`src/rtl/ow_rom_search.sv`:
```
module ow_rom_search #(
  parameter int          ID_BYTES   = 8,
  parameter int          FAM_BYTES  = 1,
  parameter logic [7:0]  SEARCH_CMD = 8'hF0
) (
  input  logic                         clk,
  input  logic                         rst_n,
  input  logic                         srch_start,
  output logic                         srch_done,
  output logic                         srch_ok,
  output logic [ID_BYTES*8-1:0]        rom_id,
  output logic [$clog2(ID_BYTES*8+1)-1:0] fam_disc,
  output logic                         brst_req,
  input  logic                         brst_ack,
  input  logic                         brst_presence,
  output logic                         wb_req,
  output logic [7:0]                   wb_data,
  input  logic                         wb_ack,
  output logic                         tri_req,
  output logic                         tri_dir,
  input  logic                         tri_ack,
  input  logic                         tri_bit,
  input  logic                         tri_cmp,
  input  logic                         tri_taken
);
  localparam int ID_BITS = ID_BYTES * 8;
  localparam int PW      = $clog2(ID_BITS + 1);
  localparam int IW      = $clog2(ID_BITS);
  localparam logic [PW-1:0] FAM_LIM  = PW'(FAM_BYTES * 8 + 1);
  localparam logic [PW-1:0] LAST_IDX = PW'(ID_BITS - 1);

  typedef enum logic [2:0] {S_IDLE, S_RST, S_CMD, S_TRIP, S_EVAL, S_DONE} st_t;
  st_t state;

  logic [PW-1:0]      bidx, last_disc, last_zero, fam_q;
  logic               last_dev, ok_q;
  logic [7:0]         crc, cur_byte;
  logic [ID_BITS-1:0] rom_q;

  function automatic logic [7:0] crc8_byte(input logic [7:0] c, input logic [7:0] d);
    logic [7:0] r;
    r = c ^ d;
    for (int i = 0; i < 8; i++) r = r[0] ? ((r >> 1) ^ 8'h8C) : (r >> 1);
    return r;
  endfunction

  wire [PW-1:0] pos      = bidx + 1'b1;
  wire [7:0]    nxt_byte = {tri_taken, cur_byte[7:1]};
  wire          byte_end = (bidx[2:0] == 3'b111);

  assign tri_dir   = (pos < last_disc) ? rom_q[bidx[IW-1:0]] : (pos == last_disc);
  assign brst_req  = (state == S_RST);
  assign wb_req    = (state == S_CMD);
  assign tri_req   = (state == S_TRIP);
  assign wb_data   = SEARCH_CMD;
  assign srch_done = (state == S_DONE);
  assign srch_ok   = ok_q;
  assign rom_id    = rom_q;
  assign fam_disc  = fam_q;

  always_ff @(posedge clk) begin
    if (!rst_n) begin
      state     <= S_IDLE;
      bidx      <= '0;
      last_disc <= '0;
      last_zero <= '0;
      fam_q     <= '0;
      last_dev  <= 1'b0;
      ok_q      <= 1'b0;
      crc       <= '0;
      cur_byte  <= '0;
      rom_q     <= '0;
    end else begin
      case (state)
        S_IDLE: if (srch_start) begin
          ok_q <= 1'b0;
          if (last_dev) begin
            last_disc <= '0;
            fam_q     <= '0;
            last_dev  <= 1'b0;
            state     <= S_DONE;
          end else begin
            bidx      <= '0;
            last_zero <= '0;
            crc       <= '0;
            state     <= S_RST;
          end
        end
        S_RST: if (brst_ack) begin
          if (brst_presence) state <= S_CMD;
          else begin
            last_disc <= '0;
            fam_q     <= '0;
            last_dev  <= 1'b0;
            state     <= S_DONE;
          end
        end
        S_CMD: if (wb_ack) state <= S_TRIP;
        S_TRIP: if (tri_ack) begin
          if (tri_bit && tri_cmp) begin
            last_disc <= '0;
            fam_q     <= '0;
            last_dev  <= 1'b0;
            state     <= S_DONE;
          end else begin
            if (!tri_bit && !tri_cmp && !tri_taken) begin
              last_zero <= pos;
              if (pos < FAM_LIM) fam_q <= pos;
            end
            rom_q[bidx[IW-1:0]] <= tri_taken;
            cur_byte <= nxt_byte;
            if (byte_end) crc <= crc8_byte(crc, nxt_byte);
            bidx <= bidx + 1'b1;
            if (bidx == LAST_IDX) state <= S_EVAL;
          end
        end
        S_EVAL: begin
          if (crc == 8'h00 && rom_q[7:0] != 8'h00) begin
            ok_q      <= 1'b1;
            last_disc <= last_zero;
            last_dev  <= (last_zero == '0);
          end else begin
            last_disc <= '0;
            fam_q     <= '0;
            last_dev  <= 1'b0;
          end
          state <= S_DONE;
        end
        default: state <= S_IDLE;
      endcase
    end
  end

  p_one_req_r10: assert property (@(posedge clk) disable iff (!rst_n)
    $onehot0({brst_req, wb_req, tri_req}));
  p_done_pulse_r10: assert property (@(posedge clk) disable iff (!rst_n)
    srch_done |=> !srch_done);
  p_cmd_first_r2: assert property (@(posedge clk) disable iff (!rst_n)
    $rose(tri_req) |-> $past(wb_ack));
  p_dir_hold_r3: assert property (@(posedge clk) disable iff (!rst_n)
    tri_req && !tri_ack |=> tri_req && $stable(tri_dir));
  p_abort_r4: assert property (@(posedge clk) disable iff (!rst_n)
    tri_req && tri_ack && tri_bit && tri_cmp |=> srch_done && !srch_ok);
  p_fam_range_r5: assert property (@(posedge clk) disable iff (!rst_n)
    fam_disc < FAM_LIM);
  p_zero_fam_r8: assert property (@(posedge clk) disable iff (!rst_n)
    srch_done && srch_ok |-> rom_id[7:0] != 8'h00);
  p_nobus_r9: assert property (@(posedge clk) disable iff (!rst_n)
    state == S_IDLE && srch_start && last_dev |=> srch_done && !srch_ok);
endmodule

```
`config.mk`:
```
export PLATFORM = sky130hd
export DESIGN_NAME = ow_rom_search
export DESIGN_NICKNAME = d
export VERILOG_FILES = /design/src/rtl/ow_rom_search.sv
export SDC_FILE = /design/constraint.sdc
export NUM_CORES = 1
export LEC_CHECK = 0
export ABC_AREA = 1
export BUFFER_PORTS_ARGS = -buffer_cell sky130_fd_sc_hd__buf_4
export CAP_MARGIN = 15
export CORE_MARGIN = 8
export CORE_UTILIZATION = 30
export DETAILED_ROUTE_END_ITERATION = 6
export PLACE_DENSITY_LB_ADDON = 0.12
export SLEW_MARGIN = 20
export SYNTH_ARGS = -nofsm -noshare
export SYNTH_HDL_FRONTEND = slang
export SYNTH_SLANG_ARGS = --single-unit
```
`constraint.sdc`:
```
create_clock -name clk -period 6 [get_ports clk]
set_clock_uncertainty 0.15 [all_clocks]
set_input_delay 0.6 -clock clk [delete_from_list [all_inputs] [get_ports clk]]
set_output_delay 0.6 -clock clk [all_outputs]
set_load 0.03 [all_outputs]
```
After elaboration in Yosys (flattened, before gate mapping)
Cells that the tools add are included.
Word-level totals
  register bits after elaboration: 113
  bits in latches: 0
  memory bits (writable): 0
  memory bits (read-only): 0
  output and inout bits: 85
  logic and storage cells: 134
  memories: 0
Cells by class
  $add $sub $neg: 1
  multipliers: 0
  divide/modulo/power cells: 0
  order comparisons: 4
  equality and inequality tests: 24
  shifts and indexed selects: 0
  muxes and demuxes: 61
  bitwise operators: 10
  reductions and logical operators: 24
Operator list (count)
  two-way mux 7 bit: 19
  two-way mux 8 bit: 13
  bitwise mux 64 bit: 1
  case mux 7 bit (4 select lines): 2
  case mux 7 bit (2 select lines): 2
  two-way mux 3 bit: 8
  NOT 2 -> 3 bit: 8
  AND reduction 6 bit: 3
  case mux 8 bit (2 select lines): 1
  case mux 3 bit (5 select lines): 1
  != test 2 bit, second input constant: 7
  != test 2 x 1 -> 1 bit, second input constant: 6
  two-way mux 1 bit: 10
  AND reduction 5 bit: 2
  == test 3 bit, second input constant: 3
  != test 3 x 1 -> 1 bit, second input constant: 3
  AND reduction 9 bit: 1
  logical NOT 8 bit: 1
  nonzero test 8 bit: 1
  XOR 8 bit: 1
  adder 7 x 1 -> 7 bit, second input constant: 1
  == test 7 x 6 -> 1 bit, second input constant: 1
  == test 7 bit: 1
  logical NOT 7 bit: 1
  other kinds (18): 27

Logic depth before layout (Yosys ltp)
Gate-level depths: netlist of the first run.
  depth in word-level cells: 21
  gate-level depth with buffers: 14
  gate-level depth less buffers: 13

Worst setup path before layout of the first run
Ideal clock, no wire load.
  path kind: register to output
  start point: reg bidx[0]
  end point: out tri_dir
  data arrival time: 2164 ps
  slack: 3086 ps
  stages on the path, launching flop included: 13
  path through: dfxtp_1 ha_1 nand3_1 nor2_1 nor2_1 nor2_1 inv_1 ha_1 nand2_1 o21ai_0 a21oi_1 or3_1 nand2_1
Between the ends
  longest elaborated chain between the ends: 3
RTL lines
  start: declaration: RTL line 35  | logic [PW-1:0] bidx, last_disc, last_zero, fam_q;
  start signal: assignment: RTL line 113  | bidx <= bidx + 1'b1;
  adder 7 x 1 -> 7 bit or binary-select mux 1 bit (select 6 bit) (tied branches): RTL line 47, 51
  less-than comparator 7 bit (tied with other cells): RTL line 51  | assign tri_dir = (pos < last_disc) ? rom_q[bidx[IW-1:0]] : (pos == last_disc);
  two-way mux 1 bit *: RTL line 51
  end: declaration: RTL line 20  | output logic tri_dir,
Mark *: on every way between the ends. The rest lies on a longest branch, timed or not. The select of a mux whose other input is x is not followed.

Worst setup path after layout of the first run
  start point: reg bidx[1]
  end point: out tri_dir
The elaborated chain is that of the path after synthesis.

==> results of run 1 <==
## cell usage in the layout, fill, tap and decap left out, types with 11 or more instances in the layout
| master | netlist | final |
|---|---|---|
| nand2_1 | 226 | 226 |
| nor2_1 | 120 | 120 |
| dfxtp_1 | 112 | 111 |
| a21oi_1 | 90 | 90 |
| buf_4 | 9 | 89 |
| inv_1 | 82 | 81 |
| o21ai_0 | 59 | 59 |
| o21a_1 | 40 | 40 |
| nand3_1 | 27 | 27 |
| nor3_1 | 14 | 14 |
| inv_2 | 13 | 13 |
| o21ai_1 | 11 | 11 |
## worst paths after layout
check	startpoint	to	slack [ps]	cells after the start
worst min-delay path	fam_disc[4]	fam_disc[4]	290	2
worst max-delay path	bidx[1]	tri_dir	1870	13
worst min register to register	fam_disc[4]	fam_disc[4]	290	2
worst max register to register	bidx[1]	rom_id[19]	3050	6
## metal layers
layer,up-vias,part of all wire,track usage
met5,-,0,0
met4,0,0.012,0.03859
met3,15,0.045,0.03283
met2,103,0.44,0.2398
met1,2712,0.50,0.2025
li1,3106,-,-
## per-stage QoR
stage	instances	worst slack, ps	hold WS, ps
global placement	1239	2289	280.4
finish	1254	1868	291.7
global route	1254	1471	317.3
detailed placement	1239	2229	282.3
CTS	1254	1842	295.2
floorplan	923	3086	289.8
## critical path, stage by stage, from the launching register on
cell,delay (ps)
dfxtp_1,960
ha_1,310
nand3_1,120
nor2_1,180
nor2_1,60
nor2_1,130
inv_1,100
ha_1,320
nand2_1,70
o21ai_0,150
a21oi_1,70
or3_1,300
nand2_1,90
buf_4,160
## final cells by class
| class | count | area, sq um |
|---|---|---|
| clock buffer | 12 | 246.5 |
| clock inverter | 3 | 42.54 |
| fill | 2233 | 12950 |
| inverter | 97 | 370.4 |
| multi-input combinational | 671 | 3377 |
| sequential | 112 | 2243 |
| tap | 270 | 337.8 |
| timing repair buffer | 89 | 668.1 |
## power breakdown
group / internal (uW) / leakage [uW] / total, uW / switching, uW
sequential: 803 / 0.000907 / 883 / 80.6
combinational: 243 / 0.00205 / 821 / 578
clock: 333 / 0.000139 / 611 / 278
total: 1380 / 0.00309 / 2320 / 936
## state kept, by name (all words and copies together) (netlist names), 3 cells and up
signal,flops
rom_id,64
crc,8
bidx,7
cur_byte,7
fam_disc,7
last_disc,7
last_zero,7
state,3
## logic make-up (layout without fill, tap and decap cells)
group,count (synthesis),after routing,share of synthesized area
XOR/XNOR,12,12,0.01701
adder cells (fa/ha/maj),9,9,0.01822
AO/OA/AOI/OAI,224,224,0.2158
buffers and inverters,140,201,0.09435
AND/OR/NAND/NOR,418,418,0.2905
other,2,8,0.001215
flip-flops,112,112,0.3628
==> results.cfg, run 1 <==
[global_routing]
grt_use_total = 0.1508
grt_max_degree = 61
grt-ovfl-total = 0
grt_pass1_wl_mm = 31.33
antenna_found_initial = 0
grt_pass1_vias = 5813

[worst_hold_path]
min_path_type = flop to flop

[placement]
place_area_sq_um = 6997
dp_hpwl_mm = 13.69
routabilityCongestion = 0.8140
io_buffers = 86

[logic_synthesis]
netlist_top_cells_count = 226 x nand2_1, 120 x nor2_1, 112 x dfxtp_1
yosysMostFrequentCell = nand2_1
syn_area_per_cell_sq_um = 6.739
synth-seq-area-share = 0.3628
synth_cells = 917
synth_warnings = 0
yosys.area.top_type_share = 0.3628
synth_top_cell_by_area = dfxtp_1
synth-main-ff-cell = dfxtp_1
synth_area_leaders = dfxtp_1 36%, nand2_1 14%, a21oi_1 7.3%
synth_edf_count = 0
syn_area_sq_um = 6180
synthArstFlopShare = 0
ys_seq_elements = 112
synth_cell_types = 47

[route]
vias_per_cell = 4.734
wire_per_inst_microns = 15.18
drc_errors = 0
drtPass1Iterations = 5
ant_nets = 0
vias = 5936
drt_first_iter_violations = 271
drt_wl_total_mm = 19.04

[power_and_ir_drop]
irDropWorstVdd_mv = 0.1423
powerDensity_nw_per_um2 = 317.8
cellLeakagePower_uw = 0.003095
total_power_uw = 2315

[sta]
post-route-min-period_ps = 4132
setup_tns_ps = 0
max_freq_mhz = 242.0
slew_headroom = 0.3491
drv_slew = 0
rsz0062_at_grt = no
setup_viol = 0
worst_slew_pin_slew_ps = 974.9
min_period_over_period = 0.6886
hold_violations = 0

[floorplanning]
core_area_sq_um = 20230
die_height_microns = 159.5
rows = 52
io_pins = 95
die_area_sq_um = 25450
die_w_microns = 159.5
initial_core_util = 0.3054

[clocking]
clock_latency_ps = 350
cts.clk_slew.worst_paths_ps = 70
cts_resized = 0
cts_buffers = 9
cts_buffer_depth = 2
cts_sinks = 112
htree_levels = 3
hold_buffers = 0
post-cts-setup-buffer-count = 0
cts_root_buf = clkbuf_16
cts_tree = done

[status]
status = complete, no violations

[setup_path]
required_ps = 5250
critPathKind = flop to output pin
end_kind = output pin
cp.arrival_ps = 3380
worstPathMaxFanout = 23
cp-start-kind = flop

[finish]
area_delta_synth_final_pct = 17.90
final_layout_size_suffix_gt1_frac = 0.1494
finish.utilization = 0.3601
nets = 999
fin_area_sq_um = 7286
antenna_cells = 0

[run]
maxCapViolCount = 0
(Power assumes the default switching activity.)
==> run 2: changes to the inputs <==
--- a/config.mk
+++ b/config.mk
@@ -5,7 +5,7 @@
 export SDC_FILE = /design/constraint.sdc
 export NUM_CORES = 1
 export LEC_CHECK = 0
-export ABC_AREA = 1
+export ABC_AREA = 0
 export BUFFER_PORTS_ARGS = -buffer_cell sky130_fd_sc_hd__buf_4
 export CAP_MARGIN = 15
 export CORE_MARGIN = 8
==> constraint.sdc (replaced) <==
create_clock -name clk -period 3.74 [get_ports clk]
set_clock_uncertainty 0.15 [all_clocks]
set_input_delay 0.374 -clock clk [delete_from_list [all_inputs] [get_ports clk]]
set_output_delay 0.374 -clock clk [all_outputs]
set_load 0.03 [all_outputs]
==> run 2 against run 1 <==
Net effect: wire length up 2.2%; highest routed layer unchanged; register-to-register slack worse by 2100 ps; clock power up 73%; via count down 11%.
==> results.cfg, run 2 <==
[status]
status = complete, no violations

[logic_synthesis]
synth-seq-area-share = 0.3659
synthMuxAreaShare = 0.1278
synth_edf_count = 0
synth_area_leaders = dfxtp_1 37%, mux2i_1 11%, nor2b_1 7.8%
syn_area_per_cell_sq_um = 8.547
synth_compound_area_frac = 0.1468
synthArstFlopShare = 0
synth_top_cell_by_area = dfxtp_1
synthSimpleGateAreaFrac = 0.2481
syn_area_sq_um = 6128
synth_cell_types = 63
synth-main-ff-cell = dfxtp_1
ys_seq_elements = 112
synth_xor_area_frac = 0.03573
synth_cells = 717
netlist_top_cells_count = 112 x dfxtp_1, 84 x nand2_1, 76 x nor2b_1
synth_warnings = 0
yosysMostFrequentCell = dfxtp_1
synth_top_family_by_area = simple AND/OR/NAND/NOR gates
synth_fa_ha_area_frac = 0.01837
yosys.area.top_type_share = 0.3659

[clocking]
clock_latency_ps = 360
cts_root_buf = clkbuf_16
cts_buffers = 9
cts_tree = done
htree_levels = 3
cts_sinks = 112
hold_buffers = 0
cts.clk_slew.worst_paths_ps = 80
cts_buffer_depth = 2

[setup_path]
cp.depth = 8
path_buf_inv = 2
worstPathMaxFanout = 37
path_cells = buf_6 > nor2b_1 > a221oi_2 > a21oi_1 > or4_1 > a41oi_1 > a31oi_1 > buf_4
cp.arrival_ps = 2930
timing.critical_path.slowest_cell_delay_ps = 530
cp-start-kind = flop
rr_endpoint = rom_id[53]
required_ps = 3220
critPathKind = flop to output pin
worst_path_max_delay_cell = or4_1
end_kind = output pin
timing.rr.start = state[0]
r2r_cells = 7
crit_family = compound AO/OA/AOI/OAI gates
r2r_setup_slack_ps = 920

[finish]
largest_register_ffs = 64
final_layout_size_suffix_gt1_frac = 0.1751
fin_cells = 1041
final_common_cell = dfxtp_1
nets = 785
area_delta_synth_final_pct = 17.84
final_cell_mix = 112 x dfxtp_1, 92 x buf_4, 84 x nand2_1, 76 x nor2b_1, 67 x mux2i_1
finish.utilization = 0.3581
antenna_cells = 0

[worst_hold_path]
hold_path_startpoint = brst_presence
min_path_type = primary input to flop
worstHoldEndpoint = state[2]
hold_depth = 4

[route]
vias = 5298
vias_per_cell = 5.089
drt_wl_total_mm = 19.45
drt_first_iter_violations = 430
wire_per_inst_microns = 18.69
ant_nets = 0
drtPass1Iterations = 5
drc_errors = 0

[floorplanning]
core_area_sq_um = 20170
die_w_microns = 158.9
rows = 52
initial_core_util = 0.3038
io_pins = 95
die_height_microns = 158.9
die_area_sq_um = 25260

[sta]
whs_ps = 266.1
slew_headroom = 0.3268
hold_violations = 0
setup_tns_ps = 0
min_period_over_period = 0.9234
fin_ws_ps = 286.6
post-route-min-period_ps = 3453
rsz0062_at_grt = no
worst_slew_pin_slew_ps = 1010
setup_viol = 0
max_freq_mhz = 289.6
drv_slew = 0

[power_and_ir_drop]
irDropWorstVdd_mv = 0.2278
powerDensity_nw_per_um2 = 380.2
cellLeakagePower_uw = 0.002800

[global_routing]
grt_pass1_wl_mm = 30.42
grt_use_total = 0.1495
grt-ovfl-total = 0
antenna_found_initial = 0
grt_pass1_vias = 5296
grt_max_degree = 117

[placement]
dp_hpwl_mm = 13.57
routabilityCongestion = 0.8691
pre_cts_ws_ps = 600.3
placed_cells = 1025
io_buffers = 86

[run]
maxCapViolCount = 0
[run 2: routing by layer]
layer,track usage,part of all wire
met1,0.1953,0.46
met2,0.2347,0.45
met3,0.02999,0.059
met4,0.06604,0.028
met5,0,0
[run 2: through the flow]
stage | total power (uW) | instance area, sq um
after floorplan | 1602 | 6151
after global placement | 1709 | 6898
after detailed placement | 1711 | 6898
after CTS | 2776 | 7218
after global routing | 2873 | 7222
final | 2746 | 7222
[run 2: report_power, final]
part / switching, uW / leakage, uW / internal, uW / total (uW)
clock: 468 / 0.000157 / 592 / 1060
sequential: 46.3 / 0.000902 / 1210 / 1250
combinational: 283 / 0.00174 / 151 / 434
total: 797 / 0.00280 / 1950 / 2750
[run 2: how the worst max path moves through the flow]
| stage | start | slack [ps] | to |
|---|---|---|---|
| final | bidx[0] | 290 | tri_dir |
| after global routing | bidx[1] | 60 | tri_dir |
| after CTS | bidx[0] | 200 | tri_dir |
| after detailed placement | bidx[0] | 600 | tri_dir |
| after global placement | bidx[0] | 660 | tri_dir |
| after floorplan | bidx[3] | 840 | tri_dir |
[run 2: layout make-up]
class | instances | area [sq um]
Timing Repair Buffer | 93 | 701.9
Multi-Input combinational cell | 536 | 3565
Tap cell | 270 | 337.8
Inverter | 14 | 55.05
Clock inverter | 6 | 91.34
Sequential cell | 112 | 2242
Fill cell | 2112 | 12950
Clock buffer | 10 | 229.0
[run 2: cells by family after synthesis]
logic type / count (synthesis)
other cells: 2
buf+inv: 75
compound gates: 132
simple gates: 288
mux: 74
xor+xnor: 25
fa+ha+maj: 9
flops: 112
[run 2: worst register-to-register path, delay by kind of cell (launching register included)]
kind / cells / cell delay (ps)
simple gates: 5 / 1550
buf+inv: 1 / 180
mux: 1 / 200
flops: 1 / 630
[run 2: timing repair]
item                       4_1_cts  5_1_grt
buffers inserted                 0        0
setup endpoints to repair        0        1
gates resized for setup          0        1
